<file path="config.mk">
export PLATFORM = sky130hd
export DESIGN_NAME = pfd_lock_top
export DESIGN_NICKNAME = d
export VERILOG_FILES = /design/src/rtl/pfd_pkg.sv /design/src/rtl/pfd_edge.sv /design/src/rtl/pfd_core.sv /design/src/rtl/pfd_integ.sv /design/src/rtl/pfd_lock_top.sv
export SDC_FILE = /design/constraint.sdc
export NUM_CORES = 1
export LEC_CHECK = 0
export BUFFER_PORTS_ARGS = -buffer_cell sky130_fd_sc_hd__buf_2
export CAP_MARGIN = 20
export CELL_PAD_IN_SITES_DETAIL_PLACEMENT = 1
export CELL_PAD_IN_SITES_GLOBAL_PLACEMENT = 2
export CORE_MARGIN = 2
export CORE_UTILIZATION = 31
export DETAILED_ROUTE_END_ITERATION = 16
export GPL_TIMING_DRIVEN = 0
export PLACE_DENSITY_LB_ADDON = 0.1
export SYNTH_ARGS = -nofsm -noshare
export SYNTH_HDL_FRONTEND = slang
export SYNTH_SLANG_ARGS = --single-unit
</file>
<file path="constraint.sdc">
create_clock -name clk_i -period 2.4 [get_ports clk_i]
set_clock_uncertainty 0.05 [all_clocks]
set_input_delay 0.48 -clock clk_i [delete_from_list [all_inputs] [get_ports clk_i]]
set_output_delay 0.48 -clock clk_i [all_outputs]
set_load 0.03 [all_outputs]
</file>
<file path="src/rtl/pfd_pkg.sv">
package pfd_pkg;

    // Internal request state, active high.
    typedef struct packed {
        logic up;
        logic dn;
    } pfd_req_t;

    // Integrator state, sized by the widest count the project allows.
    typedef struct packed {
        logic [15:0] cnt;
        logic        lock;
    } pfd_integ_t;

    localparam int unsigned CH_FP = 0;
    localparam int unsigned CH_FC = 1;
    localparam int unsigned N_CH  = 2;

endpackage

</file>
<file path="src/rtl/pfd_edge.sv">
module pfd_edge (
    input  logic clk_i,
    input  logic rst_ni,
    input  logic sig_i,
    output logic rise_o
);

    logic prev_d, prev_q;

    always_comb begin
        prev_d = sig_i;
        rise_o = sig_i & ~prev_q;
    end

    always_ff @(posedge clk_i or negedge rst_ni) begin
        if (!rst_ni) prev_q <= 1'b0;
        else         prev_q <= prev_d;
    end

endmodule

</file>
<file path="src/rtl/pfd_core.sv">
module pfd_core
    import pfd_pkg::*;
(
    input  logic clk_i,
    input  logic rst_ni,
    input  logic pwrdn_i,
    input  logic fp_rise_i,
    input  logic fc_rise_i,
    output logic up_o,
    output logic dn_o
);

    pfd_req_t st_d, st_q;

    always_comb begin
        st_d = st_q;
        if (pwrdn_i) begin
            st_d = '0;
        end else if (st_q.up && st_q.dn) begin
            // both edges arrived: clear, ignoring anything seen now
            st_d = '0;
        end else begin
            st_d.up = st_q.up | fc_rise_i;
            st_d.dn = st_q.dn | fp_rise_i;
        end
    end

    always_ff @(posedge clk_i or negedge rst_ni) begin
        if (!rst_ni) st_q <= '0;
        else         st_q <= st_d;
    end

    assign up_o = st_q.up;
    assign dn_o = st_q.dn;

endmodule

</file>
<file path="src/rtl/pfd_integ.sv">
module pfd_integ #(
    parameter int unsigned CNT_W   = 8,
    parameter int unsigned LOCK_LO = 16,
    parameter int unsigned LOCK_HI = 48
) (
    input  logic             clk_i,
    input  logic             rst_ni,
    input  logic             pwrdn_i,
    input  logic             active_i,
    output logic             lock_o,
    output logic [CNT_W-1:0] cnt_o
);

    localparam logic [CNT_W-1:0] CNT_MAX = {CNT_W{1'b1}};
    localparam logic [CNT_W-1:0] LO_V    = CNT_W'(LOCK_LO);
    localparam logic [CNT_W-1:0] HI_V    = CNT_W'(LOCK_HI);

    typedef struct packed {
        logic [CNT_W-1:0] cnt;
        logic             lock;
    } integ_t;

    integ_t s_d, s_q;

    always_comb begin
        s_d = s_q;
        if (pwrdn_i) begin
            s_d.cnt  = CNT_MAX;
            s_d.lock = 1'b0;
        end else begin
            if (active_i) begin
                if (s_q.cnt != CNT_MAX) s_d.cnt = s_q.cnt + 1'b1;
            end else begin
                if (s_q.cnt != '0) s_d.cnt = s_q.cnt - 1'b1;
            end
            if (s_q.cnt < LO_V)      s_d.lock = 1'b1;
            else if (s_q.cnt > HI_V) s_d.lock = 1'b0;
        end
    end

    always_ff @(posedge clk_i or negedge rst_ni) begin
        if (!rst_ni) begin
            s_q.cnt  <= CNT_MAX;
            s_q.lock <= 1'b0;
        end else begin
            s_q <= s_d;
        end
    end

    assign lock_o = s_q.lock;
    assign cnt_o  = s_q.cnt;

endmodule

</file>
<file path="src/rtl/pfd_lock_top.sv">
module pfd_lock_top
    import pfd_pkg::*;
#(
    parameter int unsigned CNT_W   = 8,
    parameter int unsigned LOCK_LO = 16,
    parameter int unsigned LOCK_HI = 48
) (
    input  logic clk_i,
    input  logic rst_ni,
    input  logic pwrdn_i,
    input  logic fp_i,
    input  logic fc_i,
    output logic up_no,
    output logic dn_no,
    output logic lock_o
);

    logic [N_CH-1:0]  ch_in;
    logic [N_CH-1:0]  ch_rise;
    logic             req_up, req_dn;
    logic [CNT_W-1:0] integ_cnt;

    assign ch_in[CH_FP] = fp_i;
    assign ch_in[CH_FC] = fc_i;

    for (genvar g = 0; g < N_CH; g++) begin : g_edge
        pfd_edge u_edge (
            .clk_i  (clk_i),
            .rst_ni (rst_ni),
            .sig_i  (ch_in[g]),
            .rise_o (ch_rise[g])
        );
    end

    pfd_core u_core (
        .clk_i     (clk_i),
        .rst_ni    (rst_ni),
        .pwrdn_i   (pwrdn_i),
        .fp_rise_i (ch_rise[CH_FP]),
        .fc_rise_i (ch_rise[CH_FC]),
        .up_o      (req_up),
        .dn_o      (req_dn)
    );

    pfd_integ #(
        .CNT_W   (CNT_W),
        .LOCK_LO (LOCK_LO),
        .LOCK_HI (LOCK_HI)
    ) u_integ (
        .clk_i    (clk_i),
        .rst_ni   (rst_ni),
        .pwrdn_i  (pwrdn_i),
        .active_i (req_up | req_dn),
        .lock_o   (lock_o),
        .cnt_o    (integ_cnt)
    );

    assign up_no = ~req_up;
    assign dn_no = ~req_dn;

endmodule

</file>
==> summary.txt, run 1 <==
Outcome
  • Status: completed

Yosys
  • Post-Synth Simple-Gate Area: 0.235
  • Synth Area in Adders: 0.0168
  • Yosys cell types: 32
  • Net Count, Synth: 83
  • Sequential share of the synthesized area: 0.449
  • Area fraction in compound gates after synthesis: 0.213
  • Yosys warnings: 0
  • Mean Syn Cell Area: 9.70 sq um
  • XOR/XNOR Fraction of Synth Area: 0.0469
  • Largest family of logic cells by synthesized area: simple AND/OR/NAND/NOR gates
  • Syn Inst Count: 77
  • Mux share of post-synthesis cell area: 0
  • Post-Syn Area: 747 sq um
  • Seq cells post-synth: 13

Detailed routing
  • Antenna-violating nets left: 0
  • DR WL/cell: 15.1 um
  • Drc violations: 0
  • Via density: 5.23
  • WL final: 1.74 mm
  • DR pass1 iterations: 2
  • Vias: 601
  • Starting DRT DRC Count: 1

Worst hold path
  • Worst hold-check path type: in -> async

Timing
  • Fin crit period: 2.26 ns
  • Max transition margin: 0.706
  • Fin. Hold Viols: 0
  • Slew of the pin with the lowest slew margin: 0.438 ns
  • Maximum clock rate: 442 MHz
  • RSZ-0062 raised after global routing: false
  • Final slew viol count: 0
  • Final Cycle Share: 0.942
  • # setup viols final: 0

Final layout
  • Multi-input combinational cell area: 409 sq um
  • Fill count: 291
  • Layout cell share with drive strength beyond 1: 0.322
  • FF/Latch Area: 337 sq um
  • Nets: 94
  • Antenna cells: 0
  • Area Overhead vs Synth: 16.2%
  • Post-Layout Inst Area: 868 sq um

Placement
  • Dpl cell area: around 820 sq um
  • Gpl congestion: 0.779
  • Number of port buffers: 7
  • HPWL after detailed placement: 1.23 mm

Clocking
  • H-tree depth: 1
  • Clk sinks: 13
  • Maximum root-to-sink buffer count: 2
  • Num CTS Buffers: 3
  • Root buf cell: clkbuf_4
  • Hold buffers post-CTS: 0
  • Reg clk slew, reported paths: 0.09 ns
  • CTS tree: built
  • Skew-Pair Late Insertion Delay: 0.28 ns

Setup path
  • Crit. End Element: flop
  • Crit path top cell by count: xnor2_1
  • Worst R2R Path Depth: 8
  • Worst r2r src: u_core.up_o
  • Worst reg2reg setup slack: roughly 0.14 ns
  • WP data required: 2.56 ns
  • Critical Path Fanout Max: 10
  • Critical path arrival: about 2.4 ns
  • Max incr delay on CP: 0.54 ns
  • CP Capture Point: u_integ.cnt_o[4]
  • Worst path cell trace: buf_6 > or2_4 > xnor2_1 > ha_2 > or4_4 > o32ai_4 > xnor2_1 > a21oi_1
  • CP Launch Point: u_core.up_o
  • Slowest CP cell: or4_4
  • Startpoint types: flop
  • Crit path kind: reg -> reg
  • Reg2Reg Capture Point: u_integ.cnt_o[4]

Floorplan
  • Die H: 53.1 um
  • Core Area: 0.00225 sq mm
  • IO Pins: 8
  • Initial Util: 0.331
  • Die W: 53.1 um
  • Core Rows: 17
  • Die area: 0.00282 sq mm

Pwr
  • Worst vdd ir: 0.335 mV
  • Final Total Pwr: 707 uW
  • Leakage: 0.344 nW
  • Power density of the placed cells: 814 mW/mm^2

GRT
  • Largest net degree at the start of global routing: 14
  • Antenna violations before repair: 0
  • Grt ovf: 0
  • Vias in the first global route: 632
  • GR Util All Layers: 0.159
  • First-pass GRT wire length: 3.08 mm

Run
  • Max cap viols: 0
what timing repair did:
| action | CTS | global route |
|---|---|---|
| gates cloned | 0 | 0 |
| endpoints found under the setup margin | 2 | 2 |
| setup buffers | 0 | 0 |
| resized for setup | 2 | 4 |
| pin swaps | 0 | 1 |
| endpoints found under the hold margin | 0 | 0 |
flip-flops by register name (all words and copies together) (netlist names):
register and count:
u_integ.cnt_o 8, g_edge.u_edge.prev_q 2, u_core.dn_o 1, u_core.up_o 1, u_integ.lock_o 1
cell usage in the layout, fill, tap and decap left out, types with 2 or more instances in the layout:
master / netlist / final
dfstp_2: 8 / 8
a21oi_1: 7 / 7
nor2_1: 7 / 7
buf_2: 0 / 7
o21ai_0: 5 / 5
xnor2_1: 4 / 4
inv_1: 4 / 4
nor3_1: 4 / 4
o21bai_1: 4 / 4
dfrtp_1: 5 / 4
or3_1: 3 / 3
clkbuf_4: 0 / 3
nand3_1: 2 / 2
nand2_1: 2 / 2
or4_4: 1 / 2
o21a_1: 2 / 2
stage by stage:
stage           util  hold slack (ns)  worst slack [ns]  instances  setup TNS, ns
3_3_place_gp   0.362            0.339            -0.109        112         -0.112
4_1_cts        0.377           0.0307            0.0288        115              0
6_report       0.385           0.0255             0.138        115              0
3_5_place_dp   0.362            0.342            -0.118        112         -0.122
5_1_grt        0.385           0.0225            0.0135        115              0
2_1_floorplan      -            0.134             0.103         77              0
final cells by class:
| class | count | share of cell area |
|---|---|---|
| Timing Repair Buffer | 7 | 0.0403 |
| Multi-Input combinational cell | 58 | 0.471 |
| Buffer | 1 | 0.0130 |
| Clock buffer | 4 | 0.0303 |
| Inverter | 4 | 0.0173 |
| Sequential cell | 13 | 0.388 |
| Tap cell | 28 | 0.0403 |
logic make-up after synthesis:
group / Yosys count
XOR/XNOR: 4
AO/OA/AOI/OAI: 25
flip-flops: 13
adder cells (fa/ha/maj): 1
AND/OR/NAND/NOR: 28
buffers and inverters: 6
worst min-delay path by stage:
stage / start / endpoint / slack (ns)
after floorplan: rst_ni / g_edge[0].u_edge.prev_q / 0.13
after global placement: rst_ni / u_integ.lock_o / 0.34
final: rst_ni / u_integ.lock_o / 0.03
after CTS: rst_ni / u_integ.lock_o / 0.03
after detailed placement: rst_ni / g_edge[0].u_edge.prev_q / 0.34
after global routing: rst_ni / u_integ.lock_o / 0.02
cells in the mapped netlist:
master,number,share of area
nor3_4,1,0.022
nor3b_1,1,0.010
nand4_1,1,0.0084
nor3_1,4,0.027
o32ai_1,2,0.023
a21oi_1,7,0.047
xnor2_1,4,0.047
nor2b_4,1,0.018
or3_4,1,0.015
o21bai_1,4,0.040
o211ai_1,1,0.010
nor2b_1,1,0.0084
a22oi_1,1,0.010
inv_1,4,0.020
or4_1,1,0.010
dfstp_2,8,0.28
ha_1,1,0.017
or3_1,3,0.025
or2_2,1,0.0084
nand3_1,2,0.013
nor2_1,7,0.035
a31oi_1,1,0.0084
or4_4,1,0.015
o21ai_0,5,0.033
buf_6,1,0.015
dfrtp_1,5,0.17
nor4_1,1,0.0084
clkbuf_1,1,0.0050
o2111ai_1,1,0.012
o21a_1,2,0.020
o22ai_1,1,0.0084
nand2_1,2,0.010
power breakdown:
part	switching, mW	total [mW]	internal [mW]
logic	0.116	0.220	0.105
clock network	0.0755	0.140	0.0644
registers	0.0690	0.347	0.278
total	0.260	0.707	0.447
critical path, delay by kind of cell, from the launching register on:
family	cells	cell delay, ns
xor+xnor	2	0.29
buf+inv	1	0.14
flops	1	0.38
simple gates	2	0.81
fa+ha+maj	1	0.20
compound gates	2	0.32
layer usage:
layer | GRT usage | part of all wire | vias to the layer above
met1 | 0.231 | 0.52 | 287
met5 | 0 | 0 | -
met4 | 0.0769 | 0.0069 | 0
met3 | 0.0339 | 0.018 | 2
met2 | 0.219 | 0.46 | 5
li1 | - | - | 307
Note: power is estimated with default switching activity, not from simulation.
==> run 2: changes to the inputs <==
--- a/config.mk
+++ b/config.mk
@@ -10,10 +10,11 @@
 export CELL_PAD_IN_SITES_DETAIL_PLACEMENT = 1
 export CELL_PAD_IN_SITES_GLOBAL_PLACEMENT = 2
 export CORE_MARGIN = 2
-export CORE_UTILIZATION = 31
+export CORE_UTILIZATION = 33
 export DETAILED_ROUTE_END_ITERATION = 16
 export GPL_TIMING_DRIVEN = 0
 export PLACE_DENSITY_LB_ADDON = 0.1
 export SYNTH_ARGS = -nofsm -noshare
 export SYNTH_HDL_FRONTEND = slang
+export SYNTH_HIERARCHICAL = 1
 export SYNTH_SLANG_ARGS = --single-unit
==> run 2 against run 1 <==
Compared with the run above:
- register-to-register slack got worse by 0.05 ns
- via count rose by 10%
- global-route usage decreased by 1.9 points
- non-clock buffer count increased by 5
- largest power group is now combinational cells
- highest routed layer unchanged
==> summary.txt, run 2 <==
Final layout
  • Antenna cells: 0 (unchanged)
  • Fin cells: 129 (+12%)
  • Nets: 112 (+19%)
  • Post-Route Utilization: 0.413 (+0.0280)
  • Commonest non-fill, non-tap cell in the layout: a21oi_1
  • Area Overhead vs Synth: 19.4%
  • Max reg flops: 8 (unchanged)
  • Post-Layout Inst Area: 0.00102 sq mm (+18%)
  • Layout cell share with drive strength beyond 1: 0.343 (+0.0216)
  • Most frequent cells in the layout: a21oi_1 (9), dfstp_2 (8), buf_2 (7)

Detailed routing
  • Starting DRT DRC Count: 6 (+5)
  • DR WL/cell: 14.5 um (-4.0%)
  • DR pass1 iterations: 2 (unchanged)
  • WL final: 1.87 mm (+7.7%)
  • Via density: 5.15 (-1.5%)
  • Vias: 664 (+10%)
  • Antenna-violating nets left: 0 (unchanged)
  • Drc violations: 0 (unchanged)

Pwr
  • Power density of the placed cells: 1010 mW/mm^2 (+24%)
  • Final Total Pwr: 1.03 mW (+46%)
  • Worst vdd ir: 0.511 mV (+53%)
  • Leakage: 0.437 nW (+27%)

Timing
  • Slew of the pin with the lowest slew margin: 0.423 ns (-0.0149 ns)
  • Hold WS: 0.00952 ns (-0.0160 ns)
  • Final slew viol count: 0 (unchanged)
  • Final Cycle Share: 0.963 (+0.0210)
  • Setup WS post-layout: 0.0877 ns (-0.0504 ns)
  • Fin Setup TNS: 0 ns (unchanged)
  • Maximum clock rate: 432 MHz (-2.2%)
  • Fin. Hold Viols: 0 (unchanged)
  • Fin crit period: 2.31 ns (+0.0504 ns)
  • Max transition margin: 0.717 (+0.0111)
  • # setup viols final: 0 (unchanged)

Setup path
  • CP Buf/Inv Count: 2 (+1)
  • Worst path cell trace: or2_4 > inv_8 > buf_4 > fa_1 > a21o_1 > a21o_1 > a211oi_1 > o21ai_0 > a31oi_1
  • Worst R2R Path Depth: 9 (+1)
  • Slowest CP cell: fa_1
  • Worst reg2reg setup slack: 0.09 ns (-0.05 ns)
  • Crit. End Element: flop
  • Max incr delay on CP: 0.45 ns (-0.09 ns)
  • Crit path top cell by count: a21o_1
  • Reg2Reg Capture Point: u_integ/cnt_o[6]
  • CP Depth: 9 (+1)
  • Crit path max-delay family: compound AO/OA/AOI/OAI gates
  • Critical Path Fanout Max: 8 (-2)
  • Worst r2r src: u_core/up_o
  • Critical path arrival: 2.48 ns (+0.06 ns)
  • CP Capture Point: u_integ/cnt_o[6]
  • Crit path kind: reg -> reg
  • CP Launch Point: u_core/up_o
  • WP data required: 2.57 ns (about the same)
  • Startpoint types: flop

Run
  • Max cap viols: 0 (unchanged)

Yosys
  • Seq cells post-synth: 13 (unchanged)
  • Post-Synth Simple-Gate Area: 0.171 (-0.0637)
  • Mux share of post-synthesis cell area: 0.0234 (+0.0234)
  • Cell taking the most area after synthesis: dfstp_2
  • Yosys warnings: 6 (+6)
  • Mean Syn Cell Area: 10.5 sq um (+7.7%)
  • Net Count, Synth: 94 (+13%)
  • Synth async-reset ratio: 1.00 (unchanged)
  • Synth Area in Adders: 0.111 (+0.0942)
  • Yosys cell types: 30 (-6.3%)
  • Synth area leaders: dfstp_2 (25%), dfrtp_1 (15%), ha_1 (8.8%)
  • Top-count cell post-synth: a21oi_1
  • Synth cell count leaders: a21oi_1 (9), dfstp_2 (8), a21o_1 (6), ha_1 (6)
  • Largest family of logic cells by synthesized area: compound AO/OA/AOI/OAI gates
  • Most used DFF post-synth: dfstp_2
  • Synth top area share: 0.245 (-0.0362)
  • Syn Inst Count: 82 (+6.5%)
  • Number of synthesized flops with an enable pin: 0 (unchanged)
  • Sequential share of the synthesized area: 0.391 (-0.0577)
  • Post-Syn Area: 857 sq um (+15%)
  • XOR/XNOR Fraction of Synth Area: 0.0409 (-0.00603)
  • Area fraction in compound gates after synthesis: 0.241 (+0.0281)

Placement
  • Number of port buffers: 7 (unchanged)
  • Placed cells: 119 (+6.3%)
  • Dpl cell area: 930 sq um (+14%)
  • Gpl congestion: 0.773 (-0.71%)
  • HPWL after detailed placement: 1.41 mm (+14%)
  • Placement Setup Slack: -0.207 ns (-0.0891 ns)

Worst hold path
  • Worst hold-check path type: in -> async

Floorplan
  • Initial Util: 0.346 (+0.0147)
  • Core Area: 0.00248 sq mm (+9.9%)
  • Die H: 55.0 um (+3.5%)
  • Die W: 55.0 um (+3.5%)
  • IO Pins: 8 (unchanged)
  • Die area: 0.00302 sq mm (+7.2%)
  • Core Rows: 18 (+1)

GRT
  • Grt ovf: 0 (unchanged)
  • First-pass GRT wire length: 2.85 mm (-7.6%)
  • Vias in the first global route: 606 (-4.1%)
  • Largest net degree at the start of global routing: 14 (unchanged)
  • GR Util All Layers: 0.140 (-0.0188)
  • Antenna violations before repair: 0 (unchanged)

Clocking
  • Clk sinks: 13 (unchanged)
  • CTS tree: built
  • Reg clk slew, reported paths: 0.09 ns (about the same)
  • Maximum root-to-sink buffer count: 2 (unchanged)
  • Num CTS Buffers: 3 (unchanged)
  • Root buf cell: clkbuf_4
  • H-tree depth: 1 (unchanged)
  • Skew-Pair Late Insertion Delay: 0.29 ns (about the same)

Outcome
  • Status: completed
run 2: cell count changes after synthesis, moves of 3 or more:
| cell | change |
|---|---|
| a21o_1 | +6 |
| ha_1 | +5 |
| nand2b_1 | +4 |
| o21bai_1 | -3 |
run 2: area by class of cell:
| type | count | area (sq um) |
|---|---|---|
| clock buffers | 4 | 26.3 |
| fillers | 299 | 1450 |
| inverters | 5 | 26.3 |
| multi-input cells | 64 | 518 |
| flip-flops and latches | 13 | 335 |
| well taps | 30 | 37.5 |
| repair buffers | 13 | 80.1 |
run 2: cell families after synthesis:
logic type / after synthesis
AO/OA/AOI/OAI: 28
XOR/XNOR: 4
flip-flops: 13
adder cells (fa/ha/maj): 7
buffers and inverters: 5
multiplexers: 2
AND/OR/NAND/NOR: 23
run 2: worst min-delay path by stage:
stage / from / endpoint / slack [ns]
final: rst_ni / u_integ/lock_o / 0.01
after global routing: rst_ni / u_integ/lock_o / 0.0004
after CTS: rst_ni / u_integ/lock_o / 0.007
after detailed placement: rst_ni / u_integ/lock_o / 0.33
after global placement: rst_ni / u_integ/lock_o / 0.33
after floorplan: rst_ni / g_edge[0].u_edge/prev_q / 0.13
run 2: what timing repair did:
item | in CTS | in global routing
resized for setup | 3 | 5
endpoints found under the setup margin | 2 | 1
pin swaps | 1 | 2
cloned | 0 | 0
hold buffers | 0 | 0
buffers inserted | 0 | 6
run 2: metal layers:
metal,part of all wire,vias up,GRT usage
met1,0.49,323,0.187
met2,0.47,6,0.204
met3,0.027,2,0.0565
li1,-,333,-
met5,0,-,0
met4,0.0080,0,0.0488
run 2: power breakdown:
part	internal, mW	switching (mW)
registers	0.314	0.0713
logic	0.239	0.270
clock network	0.0645	0.0738
==> run 3: changes to the inputs <==
--- a/config.mk
+++ b/config.mk
@@ -10,7 +10,7 @@
 export CELL_PAD_IN_SITES_DETAIL_PLACEMENT = 1
 export CELL_PAD_IN_SITES_GLOBAL_PLACEMENT = 2
 export CORE_MARGIN = 2
-export CORE_UTILIZATION = 33
+export CORE_UTILIZATION = 37
 export DETAILED_ROUTE_END_ITERATION = 16
 export GPL_TIMING_DRIVEN = 0
 export PLACE_DENSITY_LB_ADDON = 0.1
==> constraint.sdc (replaced) <==
create_clock -name clk_i -period 2.5 [get_ports clk_i]
set_clock_uncertainty 0.05 [all_clocks]
set_input_delay 0.5 -clock clk_i [delete_from_list [all_inputs] [get_ports clk_i]]
set_output_delay 0.5 -clock clk_i [all_outputs]
set_load 0.03 [all_outputs]
==> run 3 against run 2 <==
Compared with the run above:
- largest power group unchanged
- combinational power is 9.4% lower
- design area down 5.4%
- die area shrank 10%
- setup slack improved by 0.090 ns
- cell count down 5.4%
- register-to-register slack gained 0.09 ns
- hold slack improved by 0.030 ns
- non-clock buffer count is 5 lower
==> summary.txt, run 3 (synthesized netlist as in run 2, its figures left out) <==
Outcome
  • Status: completed

Floorplan
  • Die W: 52.1 um (-5.1%)
  • Core Area: 0.00219 sq mm (-12%)
  • Core Rows: 17 (-1)
  • Die H: 52.1 um (-5.1%)
  • IO Pins: 8 (unchanged)
  • Initial Util: 0.391 (+0.0452)
  • Die area: 0.00272 sq mm (-10%)

Detailed routing
  • Via density: 5.40 (+4.9%)
  • DR WL/cell: 14.9 um (+3.0%)
  • WL final: 1.82 mm (-2.6%)
  • Antenna-violating nets left: 0 (unchanged)
  • Starting DRT DRC Count: 2 (-4)
  • Drc violations: 0 (unchanged)
  • DR pass1 iterations: 4 (+2)
  • Vias: 659 (-0.75%)

Timing
  • Final Cycle Share: 0.929 (-0.0346)
  • Final slew viol count: 0 (unchanged)
  • Max transition margin: 0.715 (-0.00213)
  • Slew of the pin with the lowest slew margin: 0.426 ns (+0.00318 ns)
  • # setup viols final: 0 (unchanged)
  • Fin Setup TNS: 0 ns (unchanged)
  • RSZ-0062 raised after global routing: false
  • Maximum clock rate: 431 MHz (-0.42%)
  • Fin. Hold Viols: 0 (unchanged)
  • Fin crit period: 2.32 ns (+0.00986 ns)
  • Hold WS: 0.0393 ns (+0.0297 ns)

Final layout
  • Most frequent cells in the layout: a21oi_1 (9), dfstp_2 (8), buf_2 (7)
  • Antenna cells: 0 (unchanged)
  • Post-Route Utilization: 0.442 (+0.0289)
  • Commonest non-fill, non-tap cell in the layout: a21oi_1
  • Max reg flops: 8 (unchanged)
  • Nets: 107 (-4.5%)
  • Layout cell share with drive strength beyond 1: 0.309 (-0.0349)
  • Fin cells: 122 (-5.4%)
  • Area Overhead vs Synth: 13.0%

Pwr
  • Worst vdd ir: 0.525 mV (+2.7%)
  • Leakage: 0.409 nW (-6.5%)
  • Final Total Pwr: 954 uW (-7.6%)
  • Power density of the placed cells: 985 mW/mm^2 (-2.4%)

GRT
  • Antenna violations before repair: 0 (unchanged)
  • Grt ovf: 0 (unchanged)
  • Largest net degree at the start of global routing: 14 (unchanged)
  • First-pass GRT wire length: 3.11 mm (+9.0%)
  • Vias in the first global route: 674 (+11%)
  • GR Util All Layers: 0.158 (+0.0180)

Clocking
  • Reg clk slew, reported paths: 0.09 ns (about the same)
  • Root buf cell: clkbuf_4
  • Num CTS Buffers: 3 (unchanged)
  • Skew-Pair Late Insertion Delay: 0.28 ns (about the same)
  • Clk sinks: 13 (unchanged)
  • H-tree depth: 1 (unchanged)
  • Maximum root-to-sink buffer count: 2 (unchanged)
  • CTS tree: built

Placement
  • Number of port buffers: 7 (unchanged)
  • Gpl congestion: 0.735 (-4.9%)
  • Placed cells: 117 (-1.7%)
  • HPWL after detailed placement: 1.37 mm (-2.9%)

Setup path
  • Crit. End Element: flop
  • Critical path arrival: 2.49 ns (about the same)
  • Crit path kind: reg -> reg
  • Startpoint types: flop
  • WP data required: 2.66 ns (+0.09 ns)
  • Critical Path Fanout Max: 8 (unchanged)

Run
  • Max cap viols: 0 (unchanged)

Worst hold path
  • Worst hold-check path type: in -> async
==> run 3: metrics by stage <==
stage               setup WS (ns)  area, sq um
floorplan                   0.175          857
global placement           -0.117          927
detailed placement         -0.109          927
CTS                        0.0162          956
global route               0.0186          968
finish                      0.178          968
==> run 3: area by class of cell <==
cell class	instances	area [sq um]
Fill cell	257	1220
Timing Repair Buffer	8	42.5
Tap cell	28	35.0
Inverter	5	21.3
Sequential cell	13	335
Multi-Input combinational cell	64	508
Clock buffer	4	26.3
==> run 3: routing by layer <==
metal	GRT usage	share of wire	vias to the layer above
li1	-	-	332
met2	0.255	0.46	13
met5	0	0	-
met4	0.0256	0.0099	0
met3	0.0517	0.031	4
met1	0.209	0.49	310
==> run 3: where the power goes <==
group | switching (mW) | internal [mW] | total, mW | leakage (nW)
clock | 0.0672 | 0.0619 | 0.129 | 0.0150
combinational | 0.251 | 0.210 | 0.461 | 0.246
sequential | 0.0626 | 0.301 | 0.364 | 0.148
total | 0.381 | 0.573 | 0.954 | 0.409
==> run 3: worst paths after layout <==
path	cells after the start	end	slack, ns	start
worst max-delay path	8	u_integ/cnt_o[7]	0.18	u_core/up_o
worst min-delay path	1	u_integ/lock_o	0.04	rst_ni
worst max register to register	8	u_integ/cnt_o[7]	0.18	u_core/up_o
worst min register to register	2	u_integ/cnt_o[7]	0.49	u_integ/cnt_o[7]
max in group asynchronous	1	u_integ/cnt_o[3]	2.06	rst_ni
min in group clk_i	1	g_edge[1].u_edge/prev_q	0.30	fc_i
==> run 3: worst max-delay path, cell delays in order (launching register included) <==
cell      delay (ns)
dfrtp_1         0.42
or2_4           0.28
inv_4           0.12
ha_2            0.32
a21o_1          0.19
a21o_1          0.19
a211oi_2        0.24
mux2i_1         0.26
mux2i_1         0.20
==> run 3: timing repair <==
action	CTS	global route
gates resized for setup	2	3
setup buffers	0	1
hold buffers	0	0
endpoints found under the setup margin	1	2
pin swaps	0	1
